[src/rtl/i2cm_pkg.sv]
package i2cm_pkg;

  typedef enum logic [1:0] {
    CODE_NONE = 2'd0,
    CODE_ACK  = 2'd1,
    CODE_NACK = 2'd2,
    CODE_LOST = 2'd3
  } i2cm_code_e;

  typedef enum logic [2:0] {
    PH_IDLE,
    PH_START,
    PH_BIT_LO,
    PH_BIT_HI,
    PH_WAIT,
    PH_STOP_LO,
    PH_STOP_HI
  } i2cm_phase_e;

endpackage

[src/rtl/i2cm_phase_cnt.sv]
module i2cm_phase_cnt #(
  parameter int W = 16
) (
  input  logic         clk,
  input  logic         rst_n,
  input  logic         restart,
  input  logic         advance,
  input  logic [W-1:0] limit,
  input  logic [W-1:0] mark,
  output logic         done,
  output logic         at_mark
);
  logic [W-1:0] cnt_q;

  assign done    = advance && (cnt_q == limit - 1'b1);
  assign at_mark = advance && (cnt_q == mark - 1'b1);

  always_ff @(posedge clk or negedge rst_n) begin
    if (!rst_n)                cnt_q <= '0;
    else if (restart || done)  cnt_q <= '0;
    else if (advance)          cnt_q <= cnt_q + 1'b1;
  end
endmodule

[src/rtl/i2cm_tx_shreg.sv]
module i2cm_tx_shreg #(
  parameter int BYTE_W = 8,
  localparam int IDX_W = $clog2(BYTE_W + 1)
) (
  input  logic              clk,
  input  logic              rst_n,
  input  logic              accept_en,
  input  logic              in_valid,
  input  logic [BYTE_W-1:0] in_data,
  input  logic [IDX_W-1:0]  bit_idx,
  output logic              in_ready,
  output logic              cur_bit
);
  logic [BYTE_W-1:0] data_q;
  logic [BYTE_W:0]   order_v;

  assign in_ready = accept_en;

  always_ff @(posedge clk or negedge rst_n) begin
    if (!rst_n)                   data_q <= '0;
    else if (in_valid && in_ready) data_q <= in_data;
  end

  // wire order: MSB first, then the acknowledge slot as a released bit
  for (genvar i = 0; i < BYTE_W; i++) begin : g_order
    assign order_v[i] = data_q[BYTE_W-1-i];
  end
  assign order_v[BYTE_W] = 1'b1;

  assign cur_bit = order_v[bit_idx];
endmodule

[src/rtl/i2cm_flag.sv]
module i2cm_flag
  import i2cm_pkg::*;
(
  input  logic       clk,
  input  logic       rst_n,
  input  logic       raise,
  input  i2cm_code_e raise_code,
  input  logic       clear,
  output logic       irq,
  output i2cm_code_e code
);
  always_ff @(posedge clk or negedge rst_n) begin
    if (!rst_n) begin
      irq  <= 1'b0;
      code <= CODE_NONE;
    end else if (raise) begin
      irq  <= 1'b1;
      code <= raise_code;
    end else if (clear) begin
      irq  <= 1'b0;
      code <= CODE_NONE;
    end
  end
endmodule

[src/rtl/i2cm_byte_tx.sv]
module i2cm_byte_tx
  import i2cm_pkg::*;
#(
  parameter int CNT_W  = 16,
  parameter int BYTE_W = 8
) (
  input  logic              clk,
  input  logic              rst_n,
  input  logic [CNT_W-1:0]  cfg_scl_lo,
  input  logic [CNT_W-1:0]  cfg_scl_hi,
  input  logic [CNT_W-1:0]  cfg_sda_hold,
  input  logic [BYTE_W-1:0] tx_data,
  input  logic              tx_valid,
  output logic              tx_ready,
  input  logic              start_req,
  input  logic              stop_req,
  input  logic              stat_wr,
  output logic              irq,
  output logic [1:0]        status,
  output logic              busy,
  output logic              scl_oe,
  input  logic              scl_in,
  output logic              sda_oe,
  input  logic              sda_in
);
  localparam int IDX_W = $clog2(BYTE_W + 1);
  localparam logic [IDX_W-1:0] ACK_IDX = IDX_W'(BYTE_W);

  i2cm_phase_e      phase_q;
  logic [IDX_W-1:0] bit_idx_q;
  logic             sda_oe_q;
  logic             stop_pend_q;

  logic             high_phase;
  logic [CNT_W-1:0] limit;
  logic             cnt_restart, cnt_adv, ph_done, ph_mark;
  logic             cur_bit, is_ack, lost, start_go, stop_go;
  logic             raise;
  i2cm_code_e       raise_code, code;

  assign high_phase  = (phase_q == PH_START) || (phase_q == PH_BIT_HI) ||
                       (phase_q == PH_STOP_HI);
  assign limit       = high_phase ? cfg_scl_hi : cfg_scl_lo;
  assign cnt_restart = (phase_q == PH_IDLE) || (phase_q == PH_WAIT);
  assign cnt_adv     = high_phase ? scl_in : 1'b1;

  i2cm_phase_cnt #(.W(CNT_W)) u_cnt (
    .clk     (clk),
    .rst_n   (rst_n),
    .restart (cnt_restart),
    .advance (cnt_adv),
    .limit   (limit),
    .mark    (cfg_sda_hold),
    .done    (ph_done),
    .at_mark (ph_mark)
  );

  i2cm_tx_shreg #(.BYTE_W(BYTE_W)) u_shreg (
    .clk       (clk),
    .rst_n     (rst_n),
    .accept_en ((phase_q == PH_IDLE) || (phase_q == PH_WAIT)),
    .in_valid  (tx_valid),
    .in_data   (tx_data),
    .bit_idx   (bit_idx_q),
    .in_ready  (tx_ready),
    .cur_bit   (cur_bit)
  );

  assign is_ack   = (bit_idx_q == ACK_IDX);
  assign lost     = (phase_q == PH_BIT_HI) && ph_done && !is_ack &&
                    !sda_oe_q && !sda_in;
  assign start_go = (phase_q == PH_IDLE) && start_req && !irq;
  assign stop_go  = (phase_q == PH_WAIT) && stat_wr && stop_pend_q;

  assign raise      = lost || ((phase_q == PH_BIT_HI) && ph_done && is_ack);
  assign raise_code = lost ? CODE_LOST : (sda_in ? CODE_NACK : CODE_ACK);

  i2cm_flag u_flag (
    .clk        (clk),
    .rst_n      (rst_n),
    .raise      (raise),
    .raise_code (raise_code),
    .clear      (stat_wr),
    .irq        (irq),
    .code       (code)
  );

  always_ff @(posedge clk or negedge rst_n) begin
    if (!rst_n)                    stop_pend_q <= 1'b0;
    else if (stop_go)              stop_pend_q <= 1'b0;
    else if (phase_q == PH_IDLE)   stop_pend_q <= 1'b0;
    else if (stop_req)             stop_pend_q <= 1'b1;
  end

  always_ff @(posedge clk or negedge rst_n) begin
    if (!rst_n) begin
      phase_q   <= PH_IDLE;
      bit_idx_q <= '0;
      sda_oe_q  <= 1'b0;
    end else begin
      unique case (phase_q)
        PH_IDLE: if (start_go) begin
          phase_q   <= PH_START;
          sda_oe_q  <= 1'b1;
          bit_idx_q <= '0;
        end
        PH_START: if (ph_done) phase_q <= PH_BIT_LO;
        PH_BIT_LO: begin
          if (ph_mark) sda_oe_q <= ~cur_bit;
          if (ph_done) phase_q  <= PH_BIT_HI;
        end
        PH_BIT_HI: if (ph_done) begin
          if (lost) begin
            phase_q  <= PH_IDLE;
            sda_oe_q <= 1'b0;
          end else if (is_ack) begin
            phase_q  <= PH_WAIT;
          end else begin
            bit_idx_q <= bit_idx_q + 1'b1;
            phase_q   <= PH_BIT_LO;
          end
        end
        PH_WAIT: if (stat_wr) begin
          if (stop_pend_q) phase_q <= PH_STOP_LO;
          else begin
            phase_q   <= PH_BIT_LO;
            bit_idx_q <= '0;
          end
        end
        PH_STOP_LO: begin
          if (ph_mark) sda_oe_q <= 1'b1;
          if (ph_done) phase_q  <= PH_STOP_HI;
        end
        PH_STOP_HI: if (ph_done) begin
          sda_oe_q <= 1'b0;
          phase_q  <= PH_IDLE;
        end
        default: phase_q <= PH_IDLE;
      endcase
    end
  end

  assign scl_oe = (phase_q == PH_BIT_LO) || (phase_q == PH_WAIT) ||
                  (phase_q == PH_STOP_LO);
  assign sda_oe = sda_oe_q;
  assign busy   = (phase_q != PH_IDLE);
  assign status = code;
endmodule

[config.mk]
export PLATFORM = sky130hd
export DESIGN_NAME = i2cm_byte_tx
export DESIGN_NICKNAME = d
export VERILOG_FILES = /design/src/rtl/i2cm_pkg.sv /design/src/rtl/i2cm_phase_cnt.sv /design/src/rtl/i2cm_tx_shreg.sv /design/src/rtl/i2cm_flag.sv /design/src/rtl/i2cm_byte_tx.sv
export SDC_FILE = /design/constraint.sdc
export NUM_CORES = 1
export LEC_CHECK = 0
export BUFFER_PORTS_ARGS = -buffer_cell sky130_fd_sc_hd__buf_4
export CORE_ASPECT_RATIO = 1.25
export CORE_MARGIN = 4
export CORE_UTILIZATION = 50
export CTS_CLUSTER_SIZE = 10
export DETAILED_ROUTE_END_ITERATION = 8
export MAX_ROUTING_LAYER = met4
export PLACE_DENSITY = 0.72
export SKIP_LAST_GASP = 1
export SLEW_MARGIN = 10
export SYNTH_ARGS = -nofsm -noshare
export SYNTH_HDL_FRONTEND = slang
export SYNTH_HIERARCHICAL = 1
export SYNTH_SLANG_ARGS = --single-unit
[constraint.sdc]
create_clock -name clk -period 4.7 [get_ports clk]
set_input_delay 0.235 -clock clk [delete_from_list [all_inputs] [get_ports clk]]
set_output_delay 0.235 -clock clk [all_outputs]
set_load 0.05 [all_outputs]
# Word-level counts from Yosys, hierarchy flattened
# Cells that the tools add are included.
[word_totals]
ff_bits = 36
word_cells = 109
[classes]
reduce_logical = 33
n_addsub = 4
n_lt_le_gt_ge = 1
n_eq_ne = 22
muxes = 40
bitwise = 1
[op_table]
columns = ["cell", "n"]
rows = [
  ["2-to-1 mux 16 bit", 3],
  ["equality test 16 bit", 2],
  ["subtractor 16 x 1 -> 16 bit, second input constant", 2],
  ["2-to-1 mux 3 bit", 10],
  ["inequality test 2 bit, second input constant", 13],
  ["2-to-1 mux 4 bit", 6],
  ["case mux 3 bit (7 select lines)", 1],
  ["AND reduction 7 bit", 3],
  ["adder 16 x 1 -> 16 bit, second input constant", 1],
  ["2-to-1 mux 1 bit", 13],
  ["logical AND 1 bit", 12],
  ["case mux 4 bit (3 select lines)", 1],
  ["equality test 3 bit, second input constant", 3],
  ["nonzero test 3 bit", 3],
  ["2-to-1 mux 2 bit", 4],
  ["logical OR 1 bit", 7],
  ["equality test 3 x 2 -> 1 bit, second input constant", 2],
  ["< comparator 4 x 5 -> 1 bit, second input constant", 1],
  ["case mux 1 bit (5 select lines)", 1],
  ["nonzero test 5 bit", 1],
  ["adder 4 x 1 -> 4 bit, second input constant", 1],
  ["binary-select mux 1 bit (select 4 bit)", 1],
  ["equality test 4 bit, second input constant", 1],
  ["logical NOT 1 bit", 4],
  ["4 further kinds", 5],
]

# Longest topological paths before layout
[depth]
ltp_word = 14
mapped_depth = 19
ltp_nobuf = 17

# Hierarchy
# Netlist, hierarchy kept.
[modules_own_cells]
columns = ["mod", "area_per_inst_um2", "instances", "cells_per_inst"]
rows = [
  ["i2cm_phase_cnt", 1985.7, 1, 234],
  ["i2cm_byte_tx", 927.1, 1, 108],
  ["i2cm_tx_shreg", 400.4, 1, 29],
  ["i2cm_flag", 108.9, 1, 8],
]

# Worst setup path after synthesis
# No wires, ideal clock.
[synth_timing]
path_type = "reg-to-reg"
from = "register phase_q[2]"
to = "register bit_idx_q[3]"
required_time_ns = 4.605
n_path_buf = 2
arrival_ns = 4.154
period_less_slack_ns = 4.250
path_slack_ns = 0.450
setup_time_ns = 0.095
path_stages_with_launch = 16
cell_sequence = "dfrtp_1 > buf_2 > o21ai_2 > mux2_2 > inv_1 > ha_1 > or4b_4 > a2111oi_4 > o21bai_2 > a2111oi_4 > buf_6 > and2_1 > a2bb2oi_1 > o22ai_2 > or2_1 > o31ai_1"
[synth_between]
elab_chain_cells = 13
[synth_lines]
columns = ["element", "line", "rtl"]
rows = [
  ["start: declaration", "i2cm_byte_tx.sv:29", "i2cm_phase_e phase_q;"],
  ["start signal: assignment", "i2cm_byte_tx.sv:97", "phase_q <= PH_IDLE;"],
  ["start signal: assignment", "i2cm_byte_tx.sv:103", "phase_q <= PH_START;"],
  ["start signal: assignment", "i2cm_byte_tx.sv:107", "PH_START: if (ph_done) phase_q <= PH_BIT_LO;"],
  ["equality test 3 x 1 -> 1 bit / equality test 3 x 2 -> 1 bit (equally long branches)", "i2cm_byte_tx.sv:41", "assign high_phase = (phase_q == PH_START) || (phase_q == PH_BIT_HI) ||"],
  ["logical OR 1 bit", "i2cm_byte_tx.sv:41", ""],
  ["logical OR 1 bit *", "i2cm_byte_tx.sv:41", ""],
  ["2-to-1 mux 16 bit *", "i2cm_byte_tx.sv:43", "assign limit = high_phase ? cfg_scl_hi : cfg_scl_lo;"],
  ["net limit[0]", "i2cm_byte_tx.sv:35", "logic [CNT_W-1:0] limit;"],
  ["subtractor 16 x 1 -> 16 bit *", "i2cm_phase_cnt.sv:15", "assign done = advance && (cnt_q == limit - 1'b1);"],
  ["equality test 16 bit *", "i2cm_phase_cnt.sv:15", ""],
  ["logical AND 1 bit *", "i2cm_phase_cnt.sv:15", ""],
  ["net ph_done", "i2cm_byte_tx.sv:36", "logic cnt_restart, cnt_adv, ph_done, ph_mark;"],
  ["logical AND 1 bit (3 in series)", "i2cm_byte_tx.sv:70", "assign lost = (phase_q == PH_BIT_HI) && ph_done && !is_ack &&"],
  ["logical AND 1 bit", "i2cm_byte_tx.sv:71", "!sda_oe_q && !sda_in;"],
  ["inequality test 2 bit (no line)", "-", ""],
  ["AND reduction 7 bit (no line) *", "-", ""],
  ["end signal: assignment", "i2cm_byte_tx.sv:119", "bit_idx_q <= bit_idx_q + 1'b1;"],
  ["end: declaration", "i2cm_byte_tx.sv:30", "logic [IDX_W-1:0] bit_idx_q;"],
]
# The timed path passes the listed nets; every way through them passes the cells marked *.
# A chain may end at the register's enable or synchronous reset.

# Worst setup path in the final report
[layout_timing]
from = "register phase_q[0]"
to = "register bit_idx_q[3]"
# Same word-level chain as after synthesis.

==> summary by stage <==
Pwr
The internal power of the cells totals 0.6605 mW. VDD sags by at most 0.1433 mV. The sequential share of power is 0.419.

Of the total power, the share spent switching nets is 0.3494. The completed layout was analyzed and its total power is 1.015 mW. Summed over all cells, the static leakage comes to 1.709 nW. The share of total power dissipated in the clock network is 0.266. The share of power burned in combinational logic is 0.316. Summed over all nets, the switching power comes to 0.3547 mW. In this run the power density over the cells is 244.1 mW/mm^2.

Critical path
The element type at the critical path start is a flip-flop. Together, buffers and inverters on the worst path number 2. STA classifies the critical path endpoint as a flip-flop. By instance count, the cell type seen most on the critical path is sky130_fd_sc_hd__o21ai_4.

STA puts the critical path data arrival time at 4.66 ns. Broken down by cell family, the worst path's largest delay share belongs to simple AND/OR/NAND/NOR gates. On the critical path, the stage with the largest delay is an instance of sky130_fd_sc_hd__or4_4. STA puts the critical path data required time at 4.90 ns.

Walking the worst path, the cells encountered are inv_1 > nand3_1 > o21ai_4 > buf_6 > mux2_2 > or4_4 > nor4_4 > mux2_1 > mux2i_1 > o21ai_4 > and2_1 > nor3b_1 > nor3_2 > o22ai_2 > or2_1 > o31ai_1. Along the worst path, the maximum fanout reaches 17. The setup slack of the worst register-to-register path is 0.24 ns.

The worst setup path is of the flip-flop to flip-flop kind. The largest stage delay on the critical path is 0.47 ns.

Floorplan
The full die area is 0.008240 mm^2. The number of I/O pins is 71. For this configuration, the core starts out at a cell density of 0.5180. The chip height is 100.5 um. The floorplan step set the die width to 82.00 um. The region available for standard cell placement spans 0.006606 mm^2. The number of standard-cell rows in the floorplan is 33.

Placement
The number of cells after detailed placement is 521. The total half-perimeter wirelength after legalization and detailed placement is 6964 um. The placer's final routability congestion estimate is 0.8812. Port buffering added 70 buffers. The area of placed instances is 0.003990 mm^2.

CTS
The clock transition at the register clock pins on the worst setup and hold paths after CTS is 0.07 ns. The clock drives 36 sinks. The worst-skew pair later-pin latency is 0.29 ns. The clock tree from TritonCTS is yes. The total number of H-tree levels is 2. The number of buffers created by CTS is 5. Clock tree synthesis selected as its root buffer the cell sky130_fd_sc_hd__clkbuf_8.

No sink is reached through more buffers than the 2 on the longest clock path.

Final layout
The final core area utilization is 0.6295. Of the cells placed in the final design, the portion with a size suffix greater than 1 is 0.2980. The total area of multi-input combinational cells is 0.002394 mm^2. For this run, the number of standard cells in the final layout without fillers is 530. 0 antenna diodes ended up in the layout. Relative to the synthesized area, the layout overhead comes to 21.54%. The filler cell count in the final layout is 611. The final instance area is 0.004159 mm^2. The net total in the final layout is 511. The area of all sequential standard cells is 900.9 um^2.

Synth
sky130_fd_sc_hd__dfrtp_1 takes more of the synthesized area than any other cell. The share of the Yosys chip area taken by registers is 0.2633. The per-instance average area after synthesis is 9.029 um^2.

The count of flip-flops with a built-in enable after synthesis is 0. When the netlist entered floorplanning its net count stood at 448. The post-synthesis cell count is 379. The flip-flop and latch count after synthesis is 36.

The share of async-settable or async-resettable flops after synthesis is 1.000. Among all flip-flop cells after synthesis, the most frequent one is sky130_fd_sc_hd__dfrtp_1. The number of distinct library cells after synthesis is 76. The share of synthesized area in the top cell type comes to 0.2633.

Sorting the synthesized cells by area gives the leading types as sky130_fd_sc_hd__dfrtp_1 26%, sky130_fd_sc_hd__mux2_2 8.2%, sky130_fd_sc_hd__xor2_1 7.2%. The summed instance area of the synthesized netlist is 0.003422 mm^2. By count the netlist is led by 36 x sky130_fd_sc_hd__dfrtp_1, 28 x sky130_fd_sc_hd__xor2_1, 25 x sky130_fd_sc_hd__mux2_2. In the post-synthesis netlist, the cell with the most instances is sky130_fd_sc_hd__dfrtp_1.

During synthesis, Yosys emitted a total of 6 warnings.

STA
At the pin with the least slew margin, the transition time is 0.7813 ns. The hold violation total from the final report came to 0. The number of failing setup endpoints in the final timing report is 0.

Based on the critical path, the design can be clocked at up to 224.1 MHz. The worst slew margin relative to its limit is 0.4743. In the finished design, the share of the clock period the worst path needs comes to 0.9495. The shortest clock period the worst path allows after layout is 4.463 ns. The setup clock skew after layout is 0.004589 ns.

In the final timing run, aggregate negative setup slack is 0 ns. The total count of max-transition violations in the final report came to 0.

Detailed routing
Summed over all layers, the routed wires come to 9279 um. The remaining number of nets flagged by the antenna check after routing is 0. The total via count after detailed routing is 3211.

The detailed router finished its first iteration with 168 violations. The post-route DRC violation count is 0. The routed wire length per instance is 17.51 um. In the routed layout, each cell is associated on average with a via count of 6.058. The total iterations of the first detailed-routing run is 5.

Global route
Entering global routing, the biggest net connects 37 pins. The number of antenna violations at the first check in global routing is 0. The total congestion overflow is 0. The global-route total usage across every layer is 0.2283.

The global-route wire length before repair is 14360 um. The number of global-route vias before repair is 3126.

Outcome
The run finished with clean final reports.

Run
Max-cap violations in this run came to 0.

Worst hold path
The path category of the worst min-delay check is input port to flip-flop.
[layer usage]
metal  part of all wire  vias to the layer above  track usage
li1                   -                     1539            -
met1               0.41                     1533       0.2742
met2               0.51                      119       0.3852
met3              0.057                       20      0.03488
met4              0.023                        0      0.07801
met5                  0                        -            -
[through the flow]
step | hold WS, ns | setup slack (ns)
2_1_floorplan | -0.06059 | 0.4504
3_3_place_gp | 0.2171 | 0.3453
3_5_place_dp | 0.2172 | 0.1544
4_1_cts | 0.1695 | 0.1262
5_1_grt | 0.1663 | -0.04544
6_report | 0.1722 | 0.2374
[power by group through the flow]
stage	combinational, mW	clock, mW	sequential (mW)
after floorplan	0.246	0	0.382
after global placement	0.302	0	0.429
after detailed placement	0.312	0	0.428
after CTS	0.315	0.274	0.422
after global routing	0.352	0.290	0.428
final	0.320	0.270	0.425
[path summary, 6_finish.rpt]
kind,to,from,cells after the start
max in group asynchronous,u_cnt/cnt_q[3],rst_n,2
worst min register to register,u_shreg/data_q[1],u_shreg/data_q[1],1
worst max register to register,bit_idx_q[3],phase_q[0],16
worst min-delay path,u_shreg/data_q[4],tx_data[4],2
min in group asynchronous,u_shreg/data_q[6],rst_n,2
worst max-delay path,bit_idx_q[3],phase_q[0],16
[flip-flops by register name, summed over array words and instances, names as in the netlist]
signal	flops
u_flag/code	2
phase_q	3
bit_idx_q	4
u_flag/irq	1
stop_pend_q	1
u_shreg/data_q	8
sda_oe	1
u_cnt/cnt_q	16
[kinds of logic (layout without fill, tap and decap cells)]
group / Yosys count / count (layout) / synth area share
flops: 36 / 36 / 0.2633
buf+inv: 37 / 101 / 0.05009
compound gates: 95 / 95 / 0.2099
fa+ha+maj: 5 / 5 / 0.01828
simple gates: 118 / 118 / 0.2084
mux: 36 / 36 / 0.1170
xor+xnor: 52 / 52 / 0.1331
[worst reg2reg max path: stages (launching register included)]
cell and delay [ns]:
sky130_fd_sc_hd__dfrtp_1 0.38, sky130_fd_sc_hd__inv_1 0.15, sky130_fd_sc_hd__nand3_1 0.15, sky130_fd_sc_hd__o21ai_4 0.17
sky130_fd_sc_hd__buf_6 0.21, sky130_fd_sc_hd__mux2_2 0.42, sky130_fd_sc_hd__or4_4 0.47, sky130_fd_sc_hd__nor4_4 0.33
sky130_fd_sc_hd__mux2_1 0.38, sky130_fd_sc_hd__mux2i_1 0.26, sky130_fd_sc_hd__o21ai_4 0.19, sky130_fd_sc_hd__and2_1 0.27
sky130_fd_sc_hd__nor3b_1 0.19, sky130_fd_sc_hd__nor3_2 0.17, sky130_fd_sc_hd__o22ai_2 0.15, sky130_fd_sc_hd__or2_1 0.25
sky130_fd_sc_hd__o31ai_1 0.23
[cell type report]
class | count | share of cell area
clock buffer | 5 | 0.01655
clock inverter | 3 | 0.01023
inverter | 16 | 0.01444
multi-input combinational | 306 | 0.5755
sequential | 36 | 0.2166
tap | 87 | 0.02617
timing repair buffer | 77 | 0.1405
[cell usage in the layout (no fill, tap or decap), types with 3 or more instances in the layout]
master,netlist,routed
sky130_fd_sc_hd__o22ai_1,3,3
sky130_fd_sc_hd__xnor2_1,24,24
sky130_fd_sc_hd__ha_1,5,5
sky130_fd_sc_hd__nand2b_1,5,5
sky130_fd_sc_hd__nand4_1,4,4
sky130_fd_sc_hd__a211oi_1,18,18
sky130_fd_sc_hd__clkbuf_8,0,5
sky130_fd_sc_hd__xor2_1,28,28
sky130_fd_sc_hd__mux2i_1,7,7
sky130_fd_sc_hd__o21ai_0,22,22
sky130_fd_sc_hd__nor3_1,8,7
sky130_fd_sc_hd__nor2_1,16,16
sky130_fd_sc_hd__inv_1,16,16
sky130_fd_sc_hd__a21oi_1,9,9
sky130_fd_sc_hd__nand3_1,15,15
sky130_fd_sc_hd__nor4_1,5,4
sky130_fd_sc_hd__nand2_1,19,19
sky130_fd_sc_hd__a31oi_1,6,6
sky130_fd_sc_hd__and3_1,5,5
sky130_fd_sc_hd__dfrtp_1,36,36
sky130_fd_sc_hd__mux2_2,25,25
sky130_fd_sc_hd__and4_1,6,6
sky130_fd_sc_hd__mux2_1,3,3
sky130_fd_sc_hd__nor3b_1,4,4
sky130_fd_sc_hd__o31ai_1,4,4
sky130_fd_sc_hd__or3_1,6,6
sky130_fd_sc_hd__buf_4,4,75
[what timing repair did]
action,4_1_cts,5_1_grt
buffers inserted,0,0
resized for setup,0,7
hold endpoints to repair,36,0
endpoints found under the setup margin,0,7
hold buffers,1,0
Power figures use the tool's default switching activity.
